<file path="config.mk">
export PLATFORM = sky130hd
export DESIGN_NAME = vcatch_unit
export DESIGN_NICKNAME = d
export VERILOG_FILES = /design/src/rtl/vcatch_pkg.sv /design/src/rtl/vcatch_regs.sv /design/src/rtl/vcatch_match.sv /design/src/rtl/vcatch_event.sv /design/src/rtl/vcatch_unit.sv
export SDC_FILE = /design/constraint.sdc
export NUM_CORES = 1
export LEC_CHECK = 0
export BUFFER_PORTS_ARGS = -buffer_cell sky130_fd_sc_hd__buf_2
export CAP_MARGIN = 20
export CORE_ASPECT_RATIO = 1.4
export CORE_MARGIN = 1
export CORE_UTILIZATION = 34
export CTS_BUF_LIST = sky130_fd_sc_hd__clkbuf_2 sky130_fd_sc_hd__clkbuf_4 sky130_fd_sc_hd__clkbuf_8
export DETAILED_ROUTE_END_ITERATION = 6
export PLACE_DENSITY = 0.75
export SLEW_MARGIN = 20
export SYNTH_ARGS = -nofsm -noshare
export SYNTH_HDL_FRONTEND = slang
export SYNTH_HIERARCHICAL = 1
export SYNTH_SLANG_ARGS = --single-unit
</file>
<file path="constraint.sdc">
create_clock -name clk -period 1.55 [get_ports clk]
set_clock_uncertainty 0.1 [all_clocks]
set_input_delay 0.0775 -clock clk [delete_from_list [all_inputs] [get_ports clk]]
set_output_delay 0.0775 -clock clk [all_outputs]
set_load 0.01 [all_outputs]
</file>
<file path="src/rtl/vcatch_pkg.sv">
package vcatch_pkg;
  // number of catch lanes in the control register
  localparam int unsigned NVEC    = 8;
  // lane whose vector address is supplied at run time
  localparam int unsigned IRQ_IDX = 6;
  // lane that is reserved and never matches
  localparam int unsigned RSV_IDX = 5;
  // byte spacing between consecutive vectors
  localparam int unsigned VSTEP   = 4;

  typedef enum logic [1:0] {
    DM_OFF   = 2'b00,
    DM_HALT  = 2'b01,
    DM_EXC   = 2'b10,
    DM_HALT2 = 2'b11
  } dbg_mode_e;
endpackage

</file>
<file path="src/rtl/vcatch_regs.sv">
module vcatch_regs #(
  parameter int unsigned        REG_W      = 32,
  parameter logic [REG_W-1:0]   VALID_MASK = 32'h0000_00DF
) (
  input  logic             clk,
  input  logic             rst_n,
  input  logic             wr_en,
  input  logic [REG_W-1:0] wr_data,
  input  logic             barrier,
  output logic [REG_W-1:0] eff
);
  logic [REG_W-1:0] pend_q;
  logic             pend_v;
  logic [REG_W-1:0] wr_masked;

  assign wr_masked = wr_data & VALID_MASK;

  always_ff @(posedge clk or negedge rst_n) begin
    if (!rst_n) begin
      pend_q <= '0;
      pend_v <= 1'b0;
      eff    <= '0;
    end else if (barrier) begin
      pend_v <= 1'b0;
      if (wr_en)       eff <= wr_masked;  // same-cycle write wins
      else if (pend_v) eff <= pend_q;
    end else if (wr_en) begin
      pend_q <= wr_masked;
      pend_v <= 1'b1;
    end
  end
endmodule

</file>
<file path="src/rtl/vcatch_match.sv">
module vcatch_match #(
  parameter int unsigned          ADDR_W  = 32,
  parameter logic [ADDR_W-1:0]    HI_BASE = 32'hFFFF_0000
) (
  input  logic [vcatch_pkg::NVEC-1:0] en,
  input  logic                        hivec_sel,
  input  logic [ADDR_W-1:0]           irq_addr,
  input  logic [ADDR_W-1:0]           addr,
  output logic                        hit
);
  import vcatch_pkg::*;

  localparam logic RSV_CATCH = 1'b0;

  logic [ADDR_W-1:0] vbase;
  logic [NVEC-1:0]   lane_hit;

  assign vbase = hivec_sel ? HI_BASE : '0;

  for (genvar i = 0; i < NVEC; i++) begin : g_lane
    if (i == RSV_IDX) begin : g_rsv
      assign lane_hit[i] = en[i] & RSV_CATCH;
    end else if (i == IRQ_IDX) begin : g_irq
      assign lane_hit[i] = en[i] && (addr == irq_addr);
    end else begin : g_fix
      localparam logic [ADDR_W-1:0] OFS = ADDR_W'(i * VSTEP);
      assign lane_hit[i] = en[i] && (addr == (vbase + OFS));
    end
  end

  assign hit = |lane_hit;
endmodule

</file>
<file path="src/rtl/vcatch_event.sv">
module vcatch_event (
  input  logic       clk,
  input  logic       rst_n,
  input  logic       valid,
  input  logic       hit,
  input  logic [1:0] mode,
  output logic       exc,
  output logic       entry
);
  import vcatch_pkg::*;

  dbg_mode_e dm;
  logic      catch_now;

  assign dm        = dbg_mode_e'(mode);
  assign catch_now = valid && hit;

  always_ff @(posedge clk or negedge rst_n) begin
    if (!rst_n) begin
      exc   <= 1'b0;
      entry <= 1'b0;
    end else begin
      exc   <= catch_now && (dm == DM_EXC);
      entry <= catch_now && ((dm == DM_HALT) || (dm == DM_HALT2));
    end
  end
endmodule

</file>
<file path="src/rtl/vcatch_unit.sv">
module vcatch_unit #(
  parameter int unsigned ADDR_W = 32,
  parameter int unsigned REG_W  = 32
) (
  input  logic              clk,
  input  logic              rst_n,
  input  logic              cfg_wr_en,
  input  logic [REG_W-1:0]  cfg_wr_data,
  output logic [REG_W-1:0]  cfg_rd_data,
  input  logic              barrier,
  input  logic              hivec_sel,
  input  logic [ADDR_W-1:0] irq_vec_addr,
  input  logic              fetch_valid,
  input  logic [ADDR_W-1:0] fetch_addr,
  input  logic [1:0]        dbg_mode,
  output logic              evt_dbg_exc,
  output logic              evt_dbg_entry
);
  import vcatch_pkg::*;

  localparam logic [REG_W-1:0]  MASK    = REG_W'(32'h0000_00DF);
  localparam logic [ADDR_W-1:0] HI_BASE = {{(ADDR_W-16){1'b1}}, 16'h0000};

  logic [REG_W-1:0] eff;
  logic             hit;

  vcatch_regs #(.REG_W(REG_W), .VALID_MASK(MASK)) u_regs (
    .clk     (clk),
    .rst_n   (rst_n),
    .wr_en   (cfg_wr_en),
    .wr_data (cfg_wr_data),
    .barrier (barrier),
    .eff     (eff)
  );

  vcatch_match #(.ADDR_W(ADDR_W), .HI_BASE(HI_BASE)) u_match (
    .en        (eff[NVEC-1:0]),
    .hivec_sel (hivec_sel),
    .irq_addr  (irq_vec_addr),
    .addr      (fetch_addr),
    .hit       (hit)
  );

  vcatch_event u_event (
    .clk   (clk),
    .rst_n (rst_n),
    .valid (fetch_valid),
    .hit   (hit),
    .mode  (dbg_mode),
    .exc   (evt_dbg_exc),
    .entry (evt_dbg_entry)
  );

  assign cfg_rd_data = eff;
endmodule

</file>
==> impl_metrics.py <==
metrics = {
    "finish": {
        "fillers": 384,
        "diodes": 0,
        "num-nets-final": 363,
        "area_occupied_by_multi_input_gates_sq_um": 908,
        "fin_util_pct": 50.9,
        "most_used_cells_in_the_layout_excluding_fill_and_tap_cells": "87 x sky130_fd_sc_hd__buf_2, 25 x sky130_fd_sc_hd__conb_1, 17 x sky130_fd_sc_hd__dfrtp_1, 17 x sky130_fd_sc_hd__xnor2_1, 15 x sky130_fd_sc_hd__xor2_1",
        "area_delta_synth_final_pct": 40.3,
        "layout.cells.most_common": "sky130_fd_sc_hd__buf_2",
        "ff_latch_area_sq_um": 425,
        "drive_above_1_share_pct": 44.6,
    },
    "clocking": {
        "cts_buffer_depth": 2,
        "clock_latency_ns": 0.26,
        "total_number_of_h_tree_levels": 1,
        "clk_pin_slew_worst_paths_ns": 0.07,
        "cts_post_setup_buffers_inserted": 0,
        "cts-root-buf": "sky130_fd_sc_hd__clkbuf_8",
        "cts_made_buffers": 3,
        "cts_tree": "done",
        "cts_num_sinks": 17,
    },
    "synthesis": {
        "dominantRegCellSynth": "sky130_fd_sc_hd__dfrtp_1",
        "yosys-mux-area-fraction_pct": 8.74,
        "synth_seq_cells": 17,
        "synth-compound-area-share_pct": 9.17,
        "post_synth_fa_ha_maj_area_fraction_pct": 0,
        "synthDistinctLibCells": 25,
        "post_synth.cell_area_avg_sq_um": 9.61,
        "syn_inst": 152,
        "synth-edff-count": 0,
        "synth.top_cell.area_share_pct": 29.1,
        "basic_gate_share_of_the_synthesized_area_counting_and_or_nand_and_nor_cells_pct": 17.6,
        "synth-seq-area-share_pct": 29.1,
        "main_area_contributors_after_synthesis": "sky130_fd_sc_hd__dfrtp_1 29%, sky130_fd_sc_hd__buf_4 13%, sky130_fd_sc_hd__xnor2_1 10%, sky130_fd_sc_hd__xor2_1 9.0%, sky130_fd_sc_hd__mux2_4 7.2%",
        "synth-async-reset-ratio_pct": 100,
        "synth_top_family_by_area": "XOR/XNOR gates",
        "synth_area_leader_cell": "sky130_fd_sc_hd__dfrtp_1",
        "xor_xnor_portion_of_the_synthesized_cell_area_pct": 19.2,
        "synth.cell_area_sq_um": 1460,
        "synth.yosys.warnings": 6,
    },
    "place": {
        "gp_congestion": 0.840,
        "io_buffer_count": 87,
        "post-dp-hpwl_mm": 3.39,
        "dp_worst_setup_slack_ns": -0.0770,
    },
    "global_route": {
        "maximum_number_of_pins_on_one_net_before_global_route_repair": 18,
        "grt_overflow_total": 0,
        "grt_antenna_before_repair": 0,
        "grt_usage_pct": 18.6,
        "grt_pass1_vias": 1510,
        "global_route_wire_length_before_repair_mm": 6.51,
    },
    "power": {
        "design_power_total_mw": 1.43,
        "power.ir.vdd_worst_v": 0.000579,
        "p_leak_nw": 0.992,
        "pwr_density_cell_nw_per_um2": 698,
    },
    "detailed_routing": {
        "route.antenna.remaining_nets": 0,
        "wire_per_inst_um": 13.9,
        "drt_first_iter_violations": 74,
        "routed_wl_mm": 4.18,
        "drt-pass1-iter-count": 6,
        "vias_per_cell": 4.98,
        "route.detailed.drc": 14,
        "vias": 1498,
    },
    "timing": {
        "post-route-period-util_pct": 99.9,
        "layout_min_cycle_time_ns": 1.55,
        "timing_max_transition_violations_final": 0,
        "setup-violations-final": 0,
        "timing.final.ws_setup_ns": 0.00188,
        "grt_setup_unrepaired": "true",
        "fmax_mhz": 646,
        "final_hold_viol_count": 0,
    },
    "setup_path": {
        "crit_type": "reg2reg",
        "required_time_worst_endpoint_ns": 1.59,
        "worstSetupStartpointType": "flop",
        "timing.critical_path.fanout_max": 2,
        "depth_of_the_worst_register_to_register_path": 4,
        "crit_path_end_kind": "flop",
        "critPathArrivalTime_ns": 1.59,
    },
    "hold_path": {
        "hold_path_depth": 2,
        "hold_class": "in2reg",
    },
    "floorplan": {
        "io_pins": 138,
        "floorplan.die.width_um": 57.4,
        "chipHeight_um": 79.5,
        "initial_core_util_pct": 36.3,
        "core-area_sq_um": 4020,
        "die_area_sq_um": 4560,
        "placementRows": 27,
    },
    "run_status": {
        "failed_checks": "DRC",
        "result_of_the_run": "finished, violations left",
    },
    "flow_run": {
        "max_cap_violations": 0,
    },
}
[critical path: stages, from the launching register on]
cell	delay, ns
sky130_fd_sc_hd__dfrtp_1	0.39
sky130_fd_sc_hd__mux4_2	0.48
sky130_fd_sc_hd__o22ai_2	0.16
sky130_fd_sc_hd__o22ai_2	0.11
sky130_fd_sc_hd__and4b_1	0.19
[worst paths after layout]
kind | from | end | slack, ns
setup reg to reg | u_regs/eff[2]$_DFFE_PN0P_ | u_event/exc$_DFF_PN0_ | 0.002
min in group asynchronous | rst_n | u_regs/eff[3]$_DFFE_PN0P_ | 0.16
max in group asynchronous | rst_n | u_event/exc$_DFF_PN0_ | 0.92
hold / removal | fetch_valid | u_event/entry$_DFF_PN0_ | 0.003
setup / recovery | u_regs/eff[2]$_DFFE_PN0P_ | u_event/exc$_DFF_PN0_ | 0.002
hold reg to reg | u_regs/pend_q[2]$_DFFE_PN0P_ | u_regs/pend_q[2]$_DFFE_PN0P_ | 0.42
[sequential cells by signal, summed over array words and instances (netlist names)]
register / flops
u_regs/eff: 7
u_regs/pend_q: 7
u_event/entry: 1
u_event/exc: 1
u_regs/pend_v: 1
[through the flow]
step           TNS [ns]  std cells  hold WS [ns]  instance area (sq um)
3_5_place_dp     -0.141        288       -0.0852                   1890
6_report              0        301       0.00277                   2050
4_1_cts               0        301       0.00193                   2050
2_1_floorplan         0        176        -0.318                   1550
3_3_place_gp     -0.122        288       -0.0883                   1890
5_1_grt         -0.0805        301      0.000954                   2050
[cell type report]
type	count	share of cell area, %
multi-input cells	129	44.3
repair buffers	107	29.7
flip-flops and latches	17	20.8
well taps	43	2.63
clock buffers	4	2.38
inverters	1	0.183
[layer usage]
| layer | share of wire (%) | global-route usage, % | wire, um | up-vias |
|---|---|---|---|---|
| li1 | - | - | - | 716 |
| met2 | 53 | 35.9 | 2210 | 95 |
| met1 | 36 | 19.9 | 1490 | 678 |
| met3 | 9.5 | 3.24 | 396 | 9 |
| met4 | 1.9 | 5.85 | 78 | 0 |
| met5 | 0 | 0 | 0 | - |
[where the power goes]
group,leakage (nW),switching [mW],total [mW],internal [mW]
Combinational,0.763,0.252,0.529,0.277
Clock,0.0262,0.152,0.353,0.200
Sequential,0.203,0.0425,0.548,0.505
[synthesized netlist by cell type (all sizes together), types with 2 or more instances]
library cell and count:
o32ai 7, nand3 3, nand2 5, nor2b 2, dfrtp 17, xnor2 17
nor3 4, nand4 9, nor2 10, buf 29, nor4 10, o22ai 9
mux2 7, xor2 15
[cells by family (layout without fill, tap and decap cells)]
group	Yosys count	in the layout
flops	17	17
mux	8	8
compound gates	18	18
buf+inv	30	112
simple gates	46	46
other cells	1	25
xor+xnor	32	32
[repair_timing]
action / in CTS / in global routing
pin swaps: 1 / 0
hold buffers: 9 / 0
gates resized for setup: 3 / 0
hold endpoints to repair: 31 / 0
setup endpoints to repair: 2 / 2
No activity file was read; power rests on OpenSTA's default activity.
